--- config.mk ---
export PLATFORM = sky130hd
export DESIGN_NAME = lockdet_top
export DESIGN_NICKNAME = d
export VERILOG_FILES = /design/src/rtl/lockdet_pkg.sv /design/src/rtl/lockdet_race.sv /design/src/rtl/lockdet_ctrl.sv /design/src/rtl/lockdet_top.sv
export SDC_FILE = /design/constraint.sdc
export NUM_CORES = 1
export LEC_CHECK = 0
export BUFFER_PORTS_ARGS = -buffer_cell sky130_fd_sc_hd__buf_2
export CELL_PAD_IN_SITES_DETAIL_PLACEMENT = 1
export CELL_PAD_IN_SITES_GLOBAL_PLACEMENT = 1
export CORE_UTILIZATION = 45
export DETAILED_ROUTE_END_ITERATION = 10
export PLACE_DENSITY = 0.77
export SLEW_MARGIN = 20
export SYNTH_ARGS = -nofsm -noshare
export SYNTH_HDL_FRONTEND = slang
export SYNTH_SLANG_ARGS = --single-unit
--- constraint.sdc ---
create_clock -name clk -period 6.4 [get_ports clk]
set_clock_uncertainty 0.1 [all_clocks]
set_input_delay 0 -clock clk [delete_from_list [all_inputs] [get_ports clk]]
set_output_delay 0 -clock clk [all_outputs]
set_load 0.03 [all_outputs]
--- src/rtl/lockdet_pkg.sv ---
`timescale 1ns/1ps
package lockdet_pkg;

    typedef enum logic [1:0] {
        ST_SEARCH = 2'd0,
        ST_VERIFY = 2'd1,
        ST_LOCK   = 2'd2,
        ST_FALSE  = 2'd3
    } lk_state_e;

    // Outcome of one evaluation interval.
    typedef struct packed {
        logic done;     // interval closed on this sample
        logic acc_won;  // accumulator reached its limit first (or tied)
    } race_res_t;

endpackage

--- src/rtl/lockdet_race.sv ---
`timescale 1ns/1ps
module lockdet_race #(
    parameter int MAG_W = 8,
    parameter int ACC_W = 16,
    parameter int CNT_W = 12
) (
    input  logic                        clk,
    input  logic                        rst,
    input  logic                        valid,
    input  logic [MAG_W-1:0]            mag,
    input  logic [ACC_W-1:0]            thresh,
    input  logic [CNT_W-1:0]            len,
    input  logic                        restart,
    output logic [ACC_W-1:0]            acc,
    output logic [CNT_W-1:0]            icnt,
    output lockdet_pkg::race_res_t      res
);
    localparam int SUM_W = ACC_W + 1;

    logic [SUM_W-1:0] sum;
    logic [CNT_W-1:0] icnt_nxt;
    logic             acc_hit;
    logic             cnt_hit;

    always_comb begin
        sum      = {1'b0, acc} + SUM_W'(mag);
        icnt_nxt = icnt + CNT_W'(1);
        acc_hit  = sum >= {1'b0, thresh};
        cnt_hit  = icnt_nxt >= len;
        res.done    = valid && (acc_hit || cnt_hit);
        res.acc_won = acc_hit;
    end

    always_ff @(posedge clk) begin
        if (rst || restart || res.done) begin
            acc  <= '0;
            icnt <= '0;
        end else if (valid) begin
            acc  <= sum[ACC_W-1:0];
            icnt <= icnt_nxt;
        end
    end
endmodule

--- src/rtl/lockdet_ctrl.sv ---
`timescale 1ns/1ps
module lockdet_ctrl #(
    parameter int MAG_W = 8,
    parameter int ACC_W = 16,
    parameter int RUN_W = 8
) (
    input  logic                        clk,
    input  logic                        rst,
    input  logic                        valid,
    input  logic [MAG_W-1:0]            mag,
    input  lockdet_pkg::race_res_t      race,
    input  logic [RUN_W-1:0]            verify_len,
    input  logic [RUN_W-1:0]            lock_len,
    input  logic [ACC_W-1:0]            fl_thresh,
    output lockdet_pkg::lk_state_e      state,
    output logic                        restart,
    output logic                        false_lock
);
    import lockdet_pkg::*;
    localparam int SUM_W = ACC_W + 1;

    lk_state_e        st_n;
    logic [RUN_W-1:0] vcnt, vcnt_n, lcnt, lcnt_n;
    logic [ACC_W-1:0] flacc, flacc_n;
    logic [SUM_W-1:0] fl_sum;
    logic             fl_hit, vdone, ldone;

    always_comb begin
        fl_sum  = {1'b0, flacc} + SUM_W'(mag);
        fl_hit  = valid && (state == ST_LOCK) && (fl_sum >= {1'b0, fl_thresh});
        vdone   = (vcnt + RUN_W'(1)) >= verify_len;
        ldone   = (lcnt + RUN_W'(1)) >= lock_len;
        st_n    = state;
        vcnt_n  = vcnt;
        lcnt_n  = lcnt;
        flacc_n = flacc;
        restart = 1'b0;
        case (state)
            ST_SEARCH: begin
                if (race.done && race.acc_won) begin
                    st_n   = ST_VERIFY;
                    vcnt_n = '0;
                end
            end
            ST_VERIFY: begin
                if (race.done) begin
                    if (vdone) begin
                        st_n    = race.acc_won ? ST_LOCK : ST_SEARCH;
                        lcnt_n  = '0;
                        flacc_n = '0;
                    end else begin
                        vcnt_n = vcnt + RUN_W'(1);
                    end
                end
            end
            ST_LOCK: begin
                if (fl_hit) begin
                    st_n    = ST_FALSE;
                    restart = 1'b1;
                end else begin
                    if (valid)
                        flacc_n = fl_sum[ACC_W-1:0];
                    if (race.done) begin
                        if (ldone) begin
                            if (!race.acc_won)
                                st_n = ST_SEARCH;
                            lcnt_n  = '0;
                            flacc_n = '0;
                        end else begin
                            lcnt_n = lcnt + RUN_W'(1);
                        end
                    end
                end
            end
            default: begin
                if (race.done)
                    st_n = ST_SEARCH;
            end
        endcase
    end

    always_ff @(posedge clk) begin
        if (rst) begin
            state      <= ST_SEARCH;
            vcnt       <= '0;
            lcnt       <= '0;
            flacc      <= '0;
            false_lock <= 1'b0;
        end else begin
            state      <= st_n;
            vcnt       <= vcnt_n;
            lcnt       <= lcnt_n;
            flacc      <= flacc_n;
            false_lock <= restart;
        end
    end
endmodule

--- src/rtl/lockdet_top.sv ---
`timescale 1ns/1ps
module lockdet_top #(
    parameter int MAG_W = 8,
    parameter int ACC_W = 16,
    parameter int CNT_W = 12,
    parameter int RUN_W = 8
) (
    input  logic             clk,
    input  logic             rst,
    input  logic             smp_valid,
    input  logic [MAG_W-1:0] smp_mag,
    input  logic [ACC_W-1:0] cfg_acc_thresh,
    input  logic [CNT_W-1:0] cfg_int_len,
    input  logic [RUN_W-1:0] cfg_verify_len,
    input  logic [RUN_W-1:0] cfg_lock_len,
    input  logic [ACC_W-1:0] cfg_fl_thresh,
    output logic [1:0]       lock_state,
    output logic             locked,
    output logic             false_lock,
    output logic [ACC_W-1:0] acc_value,
    output logic [CNT_W-1:0] icnt_value
);
    import lockdet_pkg::*;

    logic [ACC_W-1:0] acc_thr_q, fl_thr_q;
    logic [CNT_W-1:0] int_len_q;
    logic [RUN_W-1:0] ver_len_q, lock_len_q;
    race_res_t        race;
    lk_state_e        state;
    logic             restart;

    // Settings are latched only while reset is held.
    always_ff @(posedge clk) begin
        if (rst) begin
            acc_thr_q  <= cfg_acc_thresh;
            int_len_q  <= cfg_int_len;
            ver_len_q  <= cfg_verify_len;
            lock_len_q <= cfg_lock_len;
            fl_thr_q   <= cfg_fl_thresh;
        end
    end

    lockdet_race #(.MAG_W(MAG_W), .ACC_W(ACC_W), .CNT_W(CNT_W)) u_race (
        .clk(clk), .rst(rst), .valid(smp_valid), .mag(smp_mag),
        .thresh(acc_thr_q), .len(int_len_q), .restart(restart),
        .acc(acc_value), .icnt(icnt_value), .res(race)
    );

    lockdet_ctrl #(.MAG_W(MAG_W), .ACC_W(ACC_W), .RUN_W(RUN_W)) u_ctrl (
        .clk(clk), .rst(rst), .valid(smp_valid), .mag(smp_mag), .race(race),
        .verify_len(ver_len_q), .lock_len(lock_len_q), .fl_thresh(fl_thr_q),
        .state(state), .restart(restart), .false_lock(false_lock)
    );

    assign lock_state = state;
    assign locked     = (state == ST_LOCK);
endmodule

==> results of run 1 <==
[sequential cells by signal, summed over array words and instances, names as in the netlist, 12 cells and up]
register	count
fl_thr_q	16
u_race.icnt	12
acc_thr_q	16
u_ctrl.flacc	16
u_race.acc	16
int_len_q	12
[area by class of cell]
type	instances	area [µm²]	area share, %
Clock buffer	23	479	5.31
Clock inverter	9	93.8	1.04
Inverter	72	270	2.99
Multi-Input combinational cell	492	3730	41.3
Sequential cell	123	3060	33.9
Tap cell	211	264	2.92
Timing Repair Buffer	164	1130	12.5
[worst min-delay path by stage]
| stage | start | endpoint |
|---|---|---|
| global route | smp_mag[1] | u_race.acc[1] |
| finish | smp_mag[1] | u_race.acc[1] |
| global placement | cfg_lock_len[3] | lock_len_q[3] |
| detailed placement | cfg_acc_thresh[8] | acc_thr_q[8] |
| floorplan | cfg_acc_thresh[0] | acc_thr_q[0] |
| CTS | smp_mag[1] | u_race.acc[1] |
[stage by stage]
| stage | utilization (%) | instance area, µm² | hold WS [ns] | std cells | total power [µW] |
|---|---|---|---|---|---|
| after detailed placement | 51.0 | 7840 | 0.0783 | 1001 | 1170 |
| after global placement | 51.0 | 7840 | 0.0759 | 1001 | 1150 |
| after CTS | 58.7 | 9020 | 0.0482 | 1094 | 2150 |
| after floorplan | - | 7160 | -0.00113 | 706 | 1070 |
| after global routing | 58.7 | 9030 | 0.103 | 1094 | 2220 |
| final | 58.7 | 9030 | 0.0749 | 1094 | 2130 |
[power breakdown]
part / switching [µW] / internal, µW
clock: 343 / 600
combinational: 170 / 128
sequential: 21.2 / 871
[cells by family after synthesis]
family	after synthesis	share of synthesized area (%)
simple gates	201	13.9
fa+ha+maj	81	14.4
mux	21	2.94
xor+xnor	68	8.32
compound gates	121	12.5
buf+inv	91	5.12
flops	123	42.8
[placed cells by master (no fill, tap or decap), drive strengths merged, types with 3 or more instances in the layout]
master       instances
buf                103
ha                  79
inv                 72
dfxtp               63
dlygate4sd3         61
edfxtp              60
nand2               54
nor2                48
xor2                40
nand3               33
a21oi               30
xnor2               28
clkbuf              23
mux2i               21
o21ai               17
and3                16
a22o                14
nand4               11
nor3                11
o21a                 9
a21o                 8
nand2b               6
o211ai               6
clkinv               6
and2                 5
a211o                5
a21boi               5
a211oi               4
nor2b                3
a31oi                3
[routing by layer]
layer,vias up,global-route usage (%),share of wire [%]
met2,100,43.2,53
met4,0,8.51,1.9
met1,2827,26.4,43
li1,2837,-,-
met5,-,0,0
met3,26,4.84,3.0
[critical path: cells and delay by family (launching register included)]
family          cells  cell delay, ns
fa+ha+maj           3            0.92
compound gates      8            2.59
simple gates        4            0.92
flops               1            0.33
xor+xnor            1            0.13
==> metrics.yaml, run 1 <==
worst_setup_path:
  crit_fanout: 12
  cp_slowest_cell: "o211ai_1"
  cp-end-kind: "flop"
  arrival_ns: 5.30
  critical_path.cell_chain: "ha_1 -> fa_1 -> a21oi_1 -> nand4b_1 -> a21oi_1 -> or3_1 -> nand3_1 -> xnor2_1 -> ha_1 -> a211oi_1 -> o211ai_1 -> a211oi_4 -> a211oi_1 -> o211ai_1 -> nor4_1 -> o221a_2"
  reg2reg_depth: 16
  setup.worst_path.start: "u_race.acc[0]"
  reg2reg_from: "u_race.acc[0]"
  crit_type: "flop to flop"
  r2r_end: "u_ctrl.vcnt[5]"
  cp_data_required_time_ns: 6.61
  critPathMaxStageDelay_ns: 0.84
  crit_path_end: "u_ctrl.vcnt[5]"
  start_kind: "flop"
  reg2reg_setup_slack_ns: 1.31
clock_tree:
  cts_resized: 0
  clk_path_buf_depth: 2
  root_buffer: "clkbuf_16"
  post-cts-setup-buffers: 0
  cts_buffers: 17
  clock_sinks: 123
  cts.htree.levels: 4
  cts_hold_buf: 61
  cts_tree: "yes"
  clk-insertion-delay-late_ns: 0.42
  path_clk_slew_ns: 0.06
synth:
  synth_top_area_share_pct: 25.2
  synth_most_common_cell: "ha_1"
  async_flop_share_pct: 0
  syn_nets: 858
  synth_edf_count: 60
  syn_avg_cell_area_um2: 10.1
  netlist_top_cells_area: "edfxtp_1 (25%), dfxtp_1 (18%), ha_1 (14%), xor2_1 (4.9%), inv_1 (3.8%)"
  ys_ff_latch: 123
  synthTopCellsByCount: "ha_1 (79), inv_1 (72), dfxtp_1 (63)"
  yosysTopAreaCell: "edfxtp_1"
  synth_cell_types: 66
  yosys_warnings: 0
  syn_inst: 706
  ys_seq_area_share_pct: 42.8
  ys.flop_type: "dfxtp_1"
  syn-cell-area_mm2: 0.00716
cells_and_area:
  layout-drive-gt1-share_pct: 16.3
  nets: 1022
  num-fill-cells: 1686
  num_antenna_cells: 0
  syn_to_final_growth_pct: 26.2
grt:
  grt_overflow_total: 0
  grt_pass1_vias: 6212
  grt_max_degree: 71
  track_usage_pct: 23.4
  grt_pass1_wl_um: 29900
  antenna_found_initial: 0
power_and_ir_drop:
  power_density_mw_per_mm2: 236
  peakVddDrop_uv: 215
  total_leakage_power_uw: 0.00422
placed_design:
  gp_routability_congestion: 0.811
  dp_slack_ns: 1.22
  port_buffers: 102
  dp_hpwl_um: 12700
timing:
  slew_headroom_pct: 31.3
  max_freq_mhz: 196
  final-hold-violation-count: 0
  finalSetupViolations: 0
  rsz0062_at_grt: "false"
  worst_pin_slew_ns: 1.03
  slew_viol_final: 0
  fin_crit_sh_pct: 79.5
  fin_crit_ns: 5.09
  setup_ws_ns: 1.31
  fin_tns_setup_ns: 0
min_path:
  hold_depth: 4
  min_path_type: "input pin to flop"
die:
  rows: 45
  die_area_mm2: 0.0164
  die_w_um: 128
  die_h_um: 128
  io_pins: 103
  core_area_mm2: 0.0154
  start_util_pct: 46.6
detailed_routing:
  drt_iter0_markers: 281
  drcViolationCount: 0
  firstDrtPassIters: 4
  post_drt_wl_per_cell_um: 16.6
  routed_wl_um: 18200
  ant_nets: 0
  vias: 5790
  vias_per_cell: 5.29
run_status:
  outcome: "completed"
job:
  cap_violations: 0
No activity file was read; power rests on OpenSTA's default activity.
==> run 2: changes to the inputs <==
ABC_AREA = 1   (was unset)
CORE_UTILIZATION = 39   (was 45)
PLACE_DENSITY = 0.74   (was 0.77)
clock period = 4.1 ns   (was 6.4 ns; I/O delays follow)
==> run 2 against run 1 <==
Effect of this change:
- via count grew 17%
- largest power group is now sequential cells
- routed wire length rose by 14%
- area after synthesis grew 7.3%
- first-iteration DRC count decreased by 7.5%
- global-route usage shrank 1.9 points
- fmax increased by 34%
- worst hold slack better by 0.019 ns
- critical path depth increased by 12
- combinational power rose to 4.5 times the previous value
==> metrics.yaml, run 2 <==
timing:
  finalSetupViolations: 0  # unchanged
  slew_viol_final: 0  # unchanged
  slew_headroom_pct: 55.4  # was 31.3%
  max_freq_mhz: 263  # was 196 MHz
  final-hold-violation-count: 0  # unchanged
  setup_ws_ns: 0.301  # was 1.31 ns
  fin_crit_sh_pct: 92.6  # was 79.5%
  fin_crit_ns: 3.80  # was 5.09 ns
  worst_pin_slew_ns: 0.669  # was 1.03 ns
die:
  die_area_mm2: 0.0203  # was 0.0164 mm²
  rows: 50  # was 45
  start_util_pct: 40.4  # was 46.6%
  die_w_um: 142  # was 128 µm
  die_h_um: 142  # was 128 µm
  io_pins: 103  # unchanged
  core_area_mm2: 0.0190  # was 0.0154 mm²
run_status:
  outcome: "completed"  # unchanged
power_and_ir_drop:
  total_leakage_power_uw: 0.00476  # was 0.00422 µW
  peakVddDrop_uv: 295  # was 215 µV
  power_density_mw_per_mm2: 442  # was 236 mW/mm²
cells_and_area:
  layout_commonest_cell: "nand2_1"  # was buf_2
  num-fill-cells: 2353  # was 1,686
  nets: 1289  # was 1,022
  syn_to_final_growth_pct: 28.0  # was 26.2%
  multi_input_area_mm2: 0.00402  # was 0.00373 mm²
  layout-drive-gt1-share_pct: 17.0  # was 16.3%
  layout.cells.non_filler: 1410  # was 1,094
  register_area_mm2: 0.00306  # about the same
  final_cell_mix: "nand2_1 (218), inv_1 (154), nor2_1 (101), buf_2 (101), ha_1 (77)"  # was buf_2 (102), ha_1 (79), inv_1 (72)
  num_antenna_cells: 0  # unchanged
synth:
  yosys_warnings: 0  # unchanged
  synth_top_area_share_pct: 23.5  # was 25.2%
  ys_ff_latch: 123  # unchanged
  syn_avg_cell_area_um2: 7.99  # was 10.1 µm²
  syn-cell-area_mm2: 0.00768  # was 0.00716 mm²
  ys_seq_area_share_pct: 39.9  # was 42.8%
  synthTopCellsByCount: "nand2_1 (220), inv_1 (154), nor2_1 (104)"  # was ha_1 (79), inv_1 (72), dfxtp_1 (63)
  syn_inst: 961  # was 706
  async_flop_share_pct: 0  # unchanged
  ys.flop_type: "dfxtp_1"  # unchanged
  synth_edf_count: 60  # unchanged
  synth_most_common_cell: "nand2_1"  # was ha_1
  netlist_top_cells_area: "edfxtp_1 (23%), dfxtp_1 (16%), ha_1 (13%), nand2_1 (11%), inv_1 (7.5%)"  # was edfxtp_1 (25%), dfxtp_1 (18%), ha_1 (14%), xor2_1 (4.9%), inv_1 (3.8%)
  syn_nets: 1113  # was 858
  synth_cell_types: 46  # was 66
  yosysTopAreaCell: "edfxtp_1"  # unchanged
worst_setup_path:
  critPathMaxStageDelay_ns: 0.39  # was 0.84 ns
  reg2reg_setup_slack_ns: 0.30  # was 1.31 ns
  crit_fanout: 11  # was 12
  cp_data_required_time_ns: 4.28  # was 6.61 ns
  crit_type: "flop to flop"  # unchanged
  crit_family: "simple AND/OR/NAND/NOR gates"  # was compound AO/OA/AOI/OAI gates
  reg2reg_from: "u_race.acc[4]"  # was u_race.acc[0]
  r2r_end: "u_ctrl.flacc[2]"  # was u_ctrl.vcnt[5]
  reg2reg_depth: 28  # was 16
  arrival_ns: 3.98  # was 5.30 ns
  cp_slowest_cell: "ha_2"  # was o211ai_1
  worst-path-stages: 28  # was 16
  setup.worst_path.start: "u_race.acc[4]"  # was u_race.acc[0]
  cpMostUsedCell: "nand2_1"
  start_kind: "flop"  # unchanged
  crit_buf_inv: 2  # was 0
  crit_path_end: "u_ctrl.flacc[2]"  # was u_ctrl.vcnt[5]
  cp-end-kind: "flop"  # unchanged
clock_tree:
  cts_tree: "yes"  # unchanged
  cts_buffers: 17  # unchanged
  clk-insertion-delay-late_ns: 0.43  # was 0.42 ns
  clock_sinks: 123  # unchanged
  clk_path_buf_depth: 2  # unchanged
  path_clk_slew_ns: 0.06  # about the same
  cts.htree.levels: 4  # unchanged
  root_buffer: "clkbuf_16"  # unchanged
detailed_routing:
  vias: 6785  # was 5,790
  vias_per_cell: 4.81  # was 5.29
  routed_wl_um: 20700  # was 18,200 µm
  drcViolationCount: 0  # unchanged
  firstDrtPassIters: 4  # unchanged
  post_drt_wl_per_cell_um: 14.7  # was 16.6 µm
  ant_nets: 0  # unchanged
  drt_iter0_markers: 260  # was 281
grt:
  grt_pass1_wl_um: 33900  # was 29,900 µm
  antenna_found_initial: 0  # unchanged
  grt_pass1_vias: 7064  # was 6,212
  grt_overflow_total: 0  # unchanged
  grt_max_degree: 51  # was 71
  track_usage_pct: 21.5  # was 23.4%
job:
  cap_violations: 0  # unchanged
placed_design:
  port_buffers: 102  # unchanged
  dp_hpwl_um: 14500  # was 12,700 µm
  dp_cells: 1309  # was 1,001
  dp_slack_ns: 0.0238  # was 1.22 ns
  gp_routability_congestion: 0.783  # was 0.811
min_path:
  min_path_type: "input pin to flop"  # unchanged
[run 2: cell types whose count changed after synthesis, moves of 7 or more]
cell / change
a211oi_1: +8
a21oi_1: +42
a22o_1: -14
and3_1: -15
inv_1: +82
mux2i_1: -20
nand2_1: +166
nand3_1: -14
nor2_1: +56
o21ai_0: +9
o21ai_1: +8
xnor2_1: -21
xor2_1: -7
[run 2: cell type report]
type | instances | area share [%]
repair buffers | 175 | 12.5
multi-input cells | 660 | 40.9
flip-flops and latches | 123 | 31.2
well taps | 260 | 3.31
clock buffers | 18 | 4.47
inverters | 160 | 6.24
clock inverters | 14 | 1.39
[run 2: repair_timing]
action | CTS | global route
resized for setup | 2 | 21
setup buffers | 0 | 5
pin swaps | 0 | 4
endpoints found under the setup margin | 9 | 59
endpoints found under the hold margin | 89 | 0
cloned | 0 | 2
hold buffers | 62 | 0
[run 2: kinds of logic (layout without fill, tap and decap cells)]
logic type	after synthesis	count (layout)	synth area share (%)
buffers and inverters	180	367	9.29
AND/OR/NAND/NOR	402	404	22.7
multiplexers	1	1	0.130
flip-flops	123	123	39.9
AO/OA/AOI/OAI	134	134	10.1
XOR/XNOR	40	40	4.56
adder cells (fa/ha/maj)	81	81	13.4
[run 2: stage by stage]
step                      cell area [µm²]  hold WS (ns)  utilization [%]  TNS (ns)  total power, µW
after CTS                            9670        0.0533             50.8         0             4280
after detailed placement             8460        0.0783             44.5         0             2740
after global placement               8460        0.0765             44.5         0             2700
final                                9830        0.0937             51.7         0             4350
after global routing                 9830         0.143             51.7    -0.508             4610
after floorplan                      7680      -0.00113                -         0             2410
[run 2: tightest hold or removal path, stage by stage]
cell	delay (ns)
buf_2	0.14
fa_1	0.24
nand2_1	0.07
a21oi_1	0.13
[run 2: power by group]
group | switching (µW) | total, µW | internal (µW) | leakage [µW]
sequential | 99.1 | 1530 | 1430 | 0.00110
clock | 622 | 1480 | 859 | 0.000263
combinational | 826 | 1330 | 508 | 0.00340
total | 1550 | 4350 | 2800 | 0.00476
[run 2: worst min path at each step]
stage                           start            end  slack [ns]  depth (start not counted)
finish                     smp_mag[1]  u_race.acc[1]        0.09                          4
global route               smp_mag[4]  u_race.acc[4]        0.14                          5
CTS                        smp_mag[1]  u_race.acc[1]        0.05                          4
detailed placement  cfg_verify_len[1]   ver_len_q[1]        0.08                          1
global placement       cfg_int_len[7]   int_len_q[7]        0.08                          1
floorplan           cfg_acc_thresh[0]   acc_thr_q[0]      -0.001                          0
[run 2: per-layer routing]
layer	part of all wire (%)	vias up	wire, µm	global-route usage (%)
met4	1.5	0	320	6.40
met1	46	3228	9590	26.2
met2	50	84	10300	38.2
met5	0	-	0	0
met3	2.4	19	497	4.04
li1	-	3454	-	-
